## src/rtl/imd_pkg.sv

```systemverilog
// Package imd_pkg
// Shared operation encoding for the iterative multiply-divide unit.
// Assumes a two-bit operation code field at the unit's boundary.
package imd_pkg;
    typedef enum logic [1:0] {
        IMD_MUL = 2'b00,
        IMD_MAC = 2'b01,
        IMD_DIV = 2'b10,
        IMD_NOP = 2'b11
    } imd_op_e;
endpackage

```

## src/rtl/imd_seq.sv

```systemverilog
// Module imd_seq
// Cycle sequencer: loads the latency of the accepted operation, counts it
// down and flags the edge at which the result must be committed.
// Assumes a start always wins over a finish in the same cycle (abort).
module imd_seq #(
    parameter int MUL_CYCLES = 32,
    parameter int DIV_CYCLES = 25
) (
    input  logic clk,
    input  logic rst_n,
    input  logic start,
    input  logic start_is_div,
    output logic busy,
    output logic finish
);
    localparam int MAXC = (MUL_CYCLES > DIV_CYCLES) ? MUL_CYCLES : DIV_CYCLES;
    localparam int CW   = $clog2(MAXC + 1);

    logic [CW-1:0] cnt_q;
    logic          busy_q;

    // Load the count on start, count down while busy, drop busy at the end.
    always_ff @(posedge clk) begin
        if (!rst_n) begin
            busy_q <= 1'b0;
            cnt_q  <= '0;
        end else if (start) begin
            busy_q <= 1'b1;
            cnt_q  <= start_is_div ? CW'(DIV_CYCLES) : CW'(MUL_CYCLES);
        end else if (busy_q) begin
            if (cnt_q == CW'(1)) busy_q <= 1'b0;
            cnt_q <= cnt_q - CW'(1);
        end
    end

    // Commit strobe: last counted cycle that is not displaced by a restart.
    always_comb begin
        busy   = busy_q;
        finish = busy_q && (cnt_q == CW'(1)) && !start;
    end
endmodule

```

## src/rtl/imd_mul.sv

```systemverilog
// Module imd_mul
// Shift-and-add multiplier on operand magnitudes, one multiplier bit per
// clock, with sign correction and accumulation applied to the final step.
// Assumes the sequencer gives at least XLEN cycles between load and commit;
// the last partial step is formed combinationally at the commit edge.
module imd_mul #(
    parameter int XLEN = 32
) (
    input  logic              clk,
    input  logic              rst_n,
    input  logic              load,
    input  logic              sgn,
    input  logic [XLEN-1:0]   a,
    input  logic [XLEN-1:0]   b,
    input  logic [2*XLEN-1:0] base,
    output logic [2*XLEN-1:0] result
);
    localparam int PW = 2 * XLEN;
    localparam int LW = $clog2(XLEN + 1);

    logic [XLEN-1:0] ma_q;
    logic [PW-1:0]   p_q;
    logic [PW-1:0]   base_q;
    logic            neg_q;
    logic [LW-1:0]   left_q;

    logic [XLEN:0]   addend;
    logic [XLEN:0]   sum;
    logic [PW-1:0]   p_step;
    logic [PW-1:0]   signed_prod;

    function automatic logic [XLEN-1:0] magn(input logic [XLEN-1:0] v, input logic s);
        return (s && v[XLEN-1]) ? -v : v;
    endfunction

    // Capture operands on load, then advance one multiplier bit per clock.
    always_ff @(posedge clk) begin
        if (!rst_n) begin
            ma_q   <= '0;
            p_q    <= '0;
            base_q <= '0;
            neg_q  <= 1'b0;
            left_q <= '0;
        end else if (load) begin
            ma_q   <= magn(a, sgn);
            p_q    <= {{XLEN{1'b0}}, magn(b, sgn)};
            base_q <= base;
            neg_q  <= sgn && (a[XLEN-1] ^ b[XLEN-1]);
            left_q <= LW'(XLEN - 1);
        end else if (left_q != '0) begin
            p_q    <= p_step;
            left_q <= left_q - LW'(1);
        end
    end

    // One add-and-shift step, then sign fix and accumulation of the total.
    always_comb begin
        addend      = p_q[0] ? {1'b0, ma_q} : '0;
        sum         = {1'b0, p_q[PW-1:XLEN]} + addend;
        p_step      = {sum, p_q[XLEN-1:1]};
        signed_prod = neg_q ? -p_step : p_step;
        result      = base_q + signed_prod;
    end
endmodule

```

## src/rtl/imd_div.sv

```systemverilog
// Module imd_div
// Restoring divider on operand magnitudes retiring BPS quotient bits per
// clock, with sign correction and divide-by-zero values at the output.
// Assumes XLEN is a multiple of BPS and XLEN/BPS steps fit before commit.
module imd_div #(
    parameter int XLEN = 32,
    parameter int BPS  = 2
) (
    input  logic            clk,
    input  logic            rst_n,
    input  logic            load,
    input  logic            sgn,
    input  logic [XLEN-1:0] a,
    input  logic [XLEN-1:0] b,
    output logic [XLEN-1:0] quot,
    output logic [XLEN-1:0] remd
);
    localparam int STEPS = XLEN / BPS;
    localparam int LW    = $clog2(STEPS + 1);

    logic [XLEN-1:0] dvs_q, quo_q, rem_q, a_raw_q;
    logic            negq_q, negr_q, dz_q;
    logic [LW-1:0]   left_q;

    logic [XLEN-1:0] quo_n, rem_n;
    logic [XLEN:0]   trial, diff;
    logic            ge;

    function automatic logic [XLEN-1:0] magn(input logic [XLEN-1:0] v, input logic s);
        return (s && v[XLEN-1]) ? -v : v;
    endfunction

    // Capture operands on load, then retire BPS quotient bits per clock.
    always_ff @(posedge clk) begin
        if (!rst_n) begin
            dvs_q   <= '0;
            quo_q   <= '0;
            rem_q   <= '0;
            a_raw_q <= '0;
            negq_q  <= 1'b0;
            negr_q  <= 1'b0;
            dz_q    <= 1'b0;
            left_q  <= '0;
        end else if (load) begin
            dvs_q   <= magn(b, sgn);
            quo_q   <= magn(a, sgn);
            rem_q   <= '0;
            a_raw_q <= a;
            negq_q  <= sgn && (a[XLEN-1] ^ b[XLEN-1]);
            negr_q  <= sgn && a[XLEN-1];
            dz_q    <= (b == '0);
            left_q  <= LW'(STEPS);
        end else if (left_q != '0) begin
            quo_q  <= quo_n;
            rem_q  <= rem_n;
            left_q <= left_q - LW'(1);
        end
    end

    // BPS chained restoring subtract-and-shift steps in one cycle.
    always_comb begin
        quo_n = quo_q;
        rem_n = rem_q;
        trial = '0;
        diff  = '0;
        ge    = 1'b0;
        for (int i = 0; i < BPS; i++) begin
            trial = {rem_n, quo_n[XLEN-1]};
            ge    = (trial >= {1'b0, dvs_q});
            diff  = trial - {1'b0, dvs_q};
            rem_n = ge ? diff[XLEN-1:0] : trial[XLEN-1:0];
            quo_n = {quo_n[XLEN-2:0], ge};
        end
    end

    // Final quotient and remainder with sign fix and zero-divisor values.
    always_comb begin
        quot = dz_q ? '1      : (negq_q ? -quo_q : quo_q);
        remd = dz_q ? a_raw_q : (negr_q ? -rem_q : rem_q);
    end
endmodule

```

## src/rtl/imd_unit.sv

```systemverilog
// Module imd_unit
// Top of the iterative multiply-divide unit: accepts operations without
// back-pressure, runs them in the multiplier or divider, commits into the
// HI/LO pair, serves a stalling read port and idle-only direct writes.
// Assumes the caller holds rd_req until rd_stall falls.
module imd_unit #(
    parameter int XLEN       = 32,
    parameter int MUL_CYCLES = 32,
    parameter int DIV_CYCLES = 25
) (
    input  logic            clk,
    input  logic            rst_n,
    input  logic            op_valid,
    output logic            op_ready,
    input  logic [1:0]      op_code,
    input  logic            op_signed,
    input  logic [XLEN-1:0] op_a,
    input  logic [XLEN-1:0] op_b,
    output logic            busy,
    output logic            done,
    input  logic            rd_req,
    input  logic            rd_sel,
    output logic [XLEN-1:0] rd_data,
    output logic            rd_stall,
    input  logic            wr_hi_en,
    input  logic            wr_lo_en,
    input  logic [XLEN-1:0] wr_data
);
    import imd_pkg::*;

    localparam int DIV_BPS = (XLEN + DIV_CYCLES - 2) / (DIV_CYCLES - 1);

    logic [XLEN-1:0]   hi_q, lo_q;
    logic [XLEN-1:0]   hi_w, lo_w;
    logic              done_q, cur_div_q;
    logic              start, is_div, finish, busy_int;
    logic [2*XLEN-1:0] mac_base, mul_res;
    logic [XLEN-1:0]   div_q, div_r;

    // Accept decode and the pair as seen after any idle direct write.
    always_comb begin
        start    = op_valid && (op_code != IMD_NOP);
        is_div   = (op_code == IMD_DIV);
        hi_w     = (wr_hi_en && !busy_int) ? wr_data : hi_q;
        lo_w     = (wr_lo_en && !busy_int) ? wr_data : lo_q;
        mac_base = (op_code == IMD_MAC) ? {hi_w, lo_w} : '0;
    end

    imd_seq #(.MUL_CYCLES(MUL_CYCLES), .DIV_CYCLES(DIV_CYCLES)) seq_i (
        .clk(clk), .rst_n(rst_n), .start(start), .start_is_div(is_div),
        .busy(busy_int), .finish(finish)
    );

    imd_mul #(.XLEN(XLEN)) mul_i (
        .clk(clk), .rst_n(rst_n), .load(start && !is_div), .sgn(op_signed),
        .a(op_a), .b(op_b), .base(mac_base), .result(mul_res)
    );

    imd_div #(.XLEN(XLEN), .BPS(DIV_BPS)) div_i (
        .clk(clk), .rst_n(rst_n), .load(start && is_div), .sgn(op_signed),
        .a(op_a), .b(op_b), .quot(div_q), .remd(div_r)
    );

    // Result pair: commit on finish, otherwise take idle direct writes.
    always_ff @(posedge clk) begin
        if (!rst_n) begin
            hi_q      <= '0;
            lo_q      <= '0;
            done_q    <= 1'b0;
            cur_div_q <= 1'b0;
        end else begin
            done_q <= finish;
            if (start) cur_div_q <= is_div;
            if (finish) begin
                {hi_q, lo_q} <= cur_div_q ? {div_r, div_q} : mul_res;
            end else begin
                hi_q <= hi_w;
                lo_q <= lo_w;
            end
        end
    end

    // Port outputs: never refuse an offer, stall readers while in flight.
    always_comb begin
        op_ready = 1'b1;
        busy     = busy_int;
        done     = done_q;
        rd_data  = rd_sel ? hi_q : lo_q;
        rd_stall = rd_req && busy_int;
    end
endmodule

```

## config.mk

```make
export PLATFORM = sky130hd
export DESIGN_NAME = imd_unit
export DESIGN_NICKNAME = d
export VERILOG_FILES = /design/src/rtl/imd_pkg.sv /design/src/rtl/imd_seq.sv /design/src/rtl/imd_mul.sv /design/src/rtl/imd_div.sv /design/src/rtl/imd_unit.sv
export SDC_FILE = /design/constraint.sdc
export NUM_CORES = 1
export LEC_CHECK = 0
export BUFFER_PORTS_ARGS = -buffer_cell sky130_fd_sc_hd__buf_2
export CORE_ASPECT_RATIO = 0.8
export CORE_MARGIN = 5
export CORE_UTILIZATION = 30
export DETAILED_ROUTE_END_ITERATION = 10
export SKIP_CTS_REPAIR_TIMING = 1
export SYNTH_ARGS = -nofsm -noshare
export SYNTH_HDL_FRONTEND = slang
export SYNTH_SLANG_ARGS = --single-unit
```

## constraint.sdc

```tcl
create_clock -name clk -period 11.54 [get_ports clk]
set_input_delay 0.577 -clock clk [delete_from_list [all_inputs] [get_ports clk]]
set_output_delay 0.577 -clock clk [all_outputs]
set_load 0.05 [all_outputs]
```

==> run summary <==
For the pin with the worst max-slew slack, the measured transition is 1.22 ns. Highest ir drop seen on vdd: 0.148 mV. After floorplanning, the core was divided into 100 placement rows. The number of filler cells placed in the layout is 9941. Clock latency on the worst-skew pair, taken at its later pin, is 0.62 ns.

Post-synthesis cell count: 3726. The critical path in this run is classified as reg2reg. After synthesis, the share of flip-flops with an asynchronous set or reset is 0%. In the final layout, flip-flops and latches occupy 0.00753 mm2. Of the total power, registers draw 22.8%.

The class of the tightest hold or removal check was in2reg. The top-area cell type share of the netlist area is 26.6%, and the headroom to the max-slew limit is 17.6%. Share of the clock period used by the worst path after layout: 66.0%. The area growth from synthesis to layout is 11.1%. The aggregate routed wire length was 110000 um; the global-route wire length before repair was 164000 um. The maximum cell stage delay along the critical path was 0.61 ns; the routed wire length per instance was 22.1 um. The number of max-cap violations is 0.

Data on the critical path is required at its endpoint by 11.99 ns. The logs give 33.7% for the final core area utilization and 30.3% for the starting density of the core. For this block, the initial DRC count from the detailed router was 3265. Total of endpoints with negative setup slack in the final report: 0. Sum of net half-perimeters after detailed placement: 86100 um. Entering global routing, the biggest net connects 91 pins. The post-route cell area is 0.0315 mm2. The average cell area after synthesis came out at 7.60 um2. Detailed routing inserted a total of 27800 vias. The tools report the worst path setup slack after routing as 3.92 ns.

Yosys printed 0 warnings. Counting every net in the synthesized netlist gives 4011. The number of global-route vias before repair is 25700, and the total number of H-tree levels is 2. The post-CTS clock slew at the launch and capture registers of the worst setup and hold paths is 0.06 ns, and the post-layout minimum cycle time is 7.62 ns. Net switching is 46.3% of the power. The count of cell types in the netlist is 92, and the signal arrival time at the worst endpoint is 8.07 ns.

For the final database, setup skew stands at 0.0317 ns. Derived from the worst setup path, the maximum achievable clock frequency is 0.131 GHz. The tools report the number of remaining DRC errors as 0. The flip-flop and latch count after synthesis works out to 376. Global routing finished with a remaining overflow of 0. For this run, the register share of the synthesized area comes to 26.6%.

Hold is met by 0.241 ns. In this run the power density over the cells is 227 mW/mm2. TritonCTS created 42 clock buffers. The most frequently used cell type in the post-synthesis netlist is sky130_fd_sc_hd__nand2_1. The slowest stage of the critical path is the sky130_fd_sc_hd__nor2_4 cell. Critical path capture point type: a flip-flop. For this run, the total global-route usage over all layers was measured as 21.0%.

Ranked by instance count, the synthesized netlist is headed by 570 x sky130_fd_sc_hd__nand2_1, 376 x sky130_fd_sc_hd__dfxtp_1, 304 x sky130_fd_sc_hd__a21oi_1. The top-level port count is 142. The total area inside the core boundary comes to 0.0933 mm2. The cell type with the largest total area after synthesis was sky130_fd_sc_hd__dfxtp_1. The run gives 0.0197 mm2 as the multi-input gate area in the final layout. The first detailed-routing pass took 6 iterations. For this run, the leading register cell type out of synthesis is sky130_fd_sc_hd__dfxtp_1. The number of flops mapped to enable cells by yosys was 0. TritonCTS built the clock tree. Setup repair after global routing left no endpoint under its margin. STA classifies the critical path startpoint as a flip-flop. The initial antenna violation count is 31, and the part of the total power dissipated in the clock network is 19.9%.

The number of sinks driven by the clock tree came out at 376. The die area was 0.101 mm2; the maximum buffer depth of the clock tree was 3. The flow ran to the end, and the final reports show no timing, DRC or antenna violations. The routability congestion estimate is 0.941.

The vertical extent of the die came out at 285 um. For the leakage power total, the log shows 0.0125 uW. In the post-synthesis netlist, the biggest area contributors are sky130_fd_sc_hd__dfxtp_1 27%, sky130_fd_sc_hd__ha_1 7.7%, sky130_fd_sc_hd__nand2_1 7.6%. The count of buffers inserted at the top-level ports works out to 140. For the total internal power, the log shows 3840 uW.

The floorplan die width is 354 um, and the placement-stage worst setup slack is 4.12 ns. The mapped netlist covers 0.0283 mm2. Total count of max-transition violations in the final report: 0. Summed over all nets, the switching power comes to 3310 uW. In this run the remaining antenna-violating nets after routing total 0.

The area after detailed placement was 0.0301 mm2. In the final design database the tool counted 4015 nets. Summed over all failing endpoints, the final setup total negative slack is 0 ns.

The post-route netlist has 8.93% of its cells at a drive strength greater than 1. Combinational power share: 57.3%. The number of hold violations in the final report was 0.

The tools report the root buffer selected by CTS as sky130_fd_sc_hd__clkbuf_16. Using the TritonRoute via totals, the vias-per-cell ratio works out to 5.56. Along the worst path, the maximum fanout reaches 38.
==> per-stage QoR <==
| step | instances | power, uW |
|---|---|---|
| finish | 4996 | 7150 |
| detailed placement | 4910 | 5640 |
| global placement | 4910 | 5630 |
| global route | 4988 | 7620 |
| CTS | 4985 | 7070 |
| floorplan | 3726 | 4580 |
==> cells in the final DEF, fill, tap and decap left out, drive strengths merged, types with 37 or more instances in the layout <==
master  netlist  routed
mux2         45      45
xnor2       201     201
clkbuf      175      57
nand3        37      37
a211oi      138     138
inv          97      99
nand2       571     571
nand2b       53      53
buf          38     173
o31ai        50      50
o21ai       266     266
ha          175     175
and2         48      48
nor2        305     305
a21o         82      82
dfxtp       376     376
and3         52      52
xor2        122     122
mux2i       100     100
a21oi       304     304
nor3         54      54
==> layout make-up <==
cell class,instances,area share (%)
diodes,11,0.0874
clock buffers,57,3.68
clock inverters,18,0.735
inverters,97,1.17
multi-input cells,3040,62.5
flip-flops and latches,376,23.9
well taps,1224,4.87
repair buffers,173,3.01
==> layer usage <==
metal / up-vias / track usage (%) / wire, um
met2: 1179 / 28.3 / 41600
met4: 22 / 4.05 / 2120
met1: 13100 / 31.2 / 51900
met3: 159 / 8.29 / 14700
met5: - / 0 / 156
li1: 13400 / - / -
==> registers in the layout, summed over array words and instances (netlist names), 6 cells and up <==
register and count:
div_i.quo_q 32, mul_i.ma_q 32, div_i.a_raw_q 32, hi_q 32, div_i.rem_q 32, seq_i.cnt_q 6
lo_q 32, mul_i.p_q 64, div_i.dvs_q 32, mul_i.left_q 6, mul_i.base_q 64
==> critical path, delay by kind of cell (launching register included) <==
kind | cells | cell delay [ns]
and+or+nand+nor | 3 | 0.89
adders and majority gates | 2 | 0.59
DFF | 1 | 0.38
AOI/OAI and AO/OA | 17 | 4.65
muxes | 1 | 0.24
buffers and inverters | 3 | 0.67
==> worst paths after layout <==
| kind | start | end | slack [ns] | cells past startpoint |
|---|---|---|---|---|
| max reg2reg | div_i.dvs_q[1]$_SDFFE_PN0P_ | div_i.rem_q[24]$_SDFFE_PP0P_ | 3.92 | 26 |
| min | op_a[30] | div_i.a_raw_q[30]$_SDFFE_PN0P_ | 0.24 | 3 |
| max | div_i.dvs_q[1]$_SDFFE_PN0P_ | div_i.rem_q[24]$_SDFFE_PP0P_ | 3.92 | 26 |
| min reg2reg | div_i.a_raw_q[25]$_SDFFE_PN0P_ | div_i.a_raw_q[25]$_SDFFE_PN0P_ | 0.46 | 2 |
==> cells by family after synthesis <==
group | synth area share [%]
simple gates | 20.9
compound gates | 24.9
flops | 26.6
xor+xnor | 9.99
buf+inv | 4.25
fa+ha+maj | 8.01
mux | 5.32
other cells | 0.0132
==> power groups by stage <==
stage	clock network [uW]	registers (uW)	logic (uW)
3_3_place_gp	0	1650	3990
6_report	1420	1630	4100
5_1_grt	1500	1640	4470
2_1_floorplan	0	1570	3010
3_5_place_dp	0	1650	3990
4_1_cts	1440	1620	4010
No activity file was read; power rests on OpenSTA's default activity.
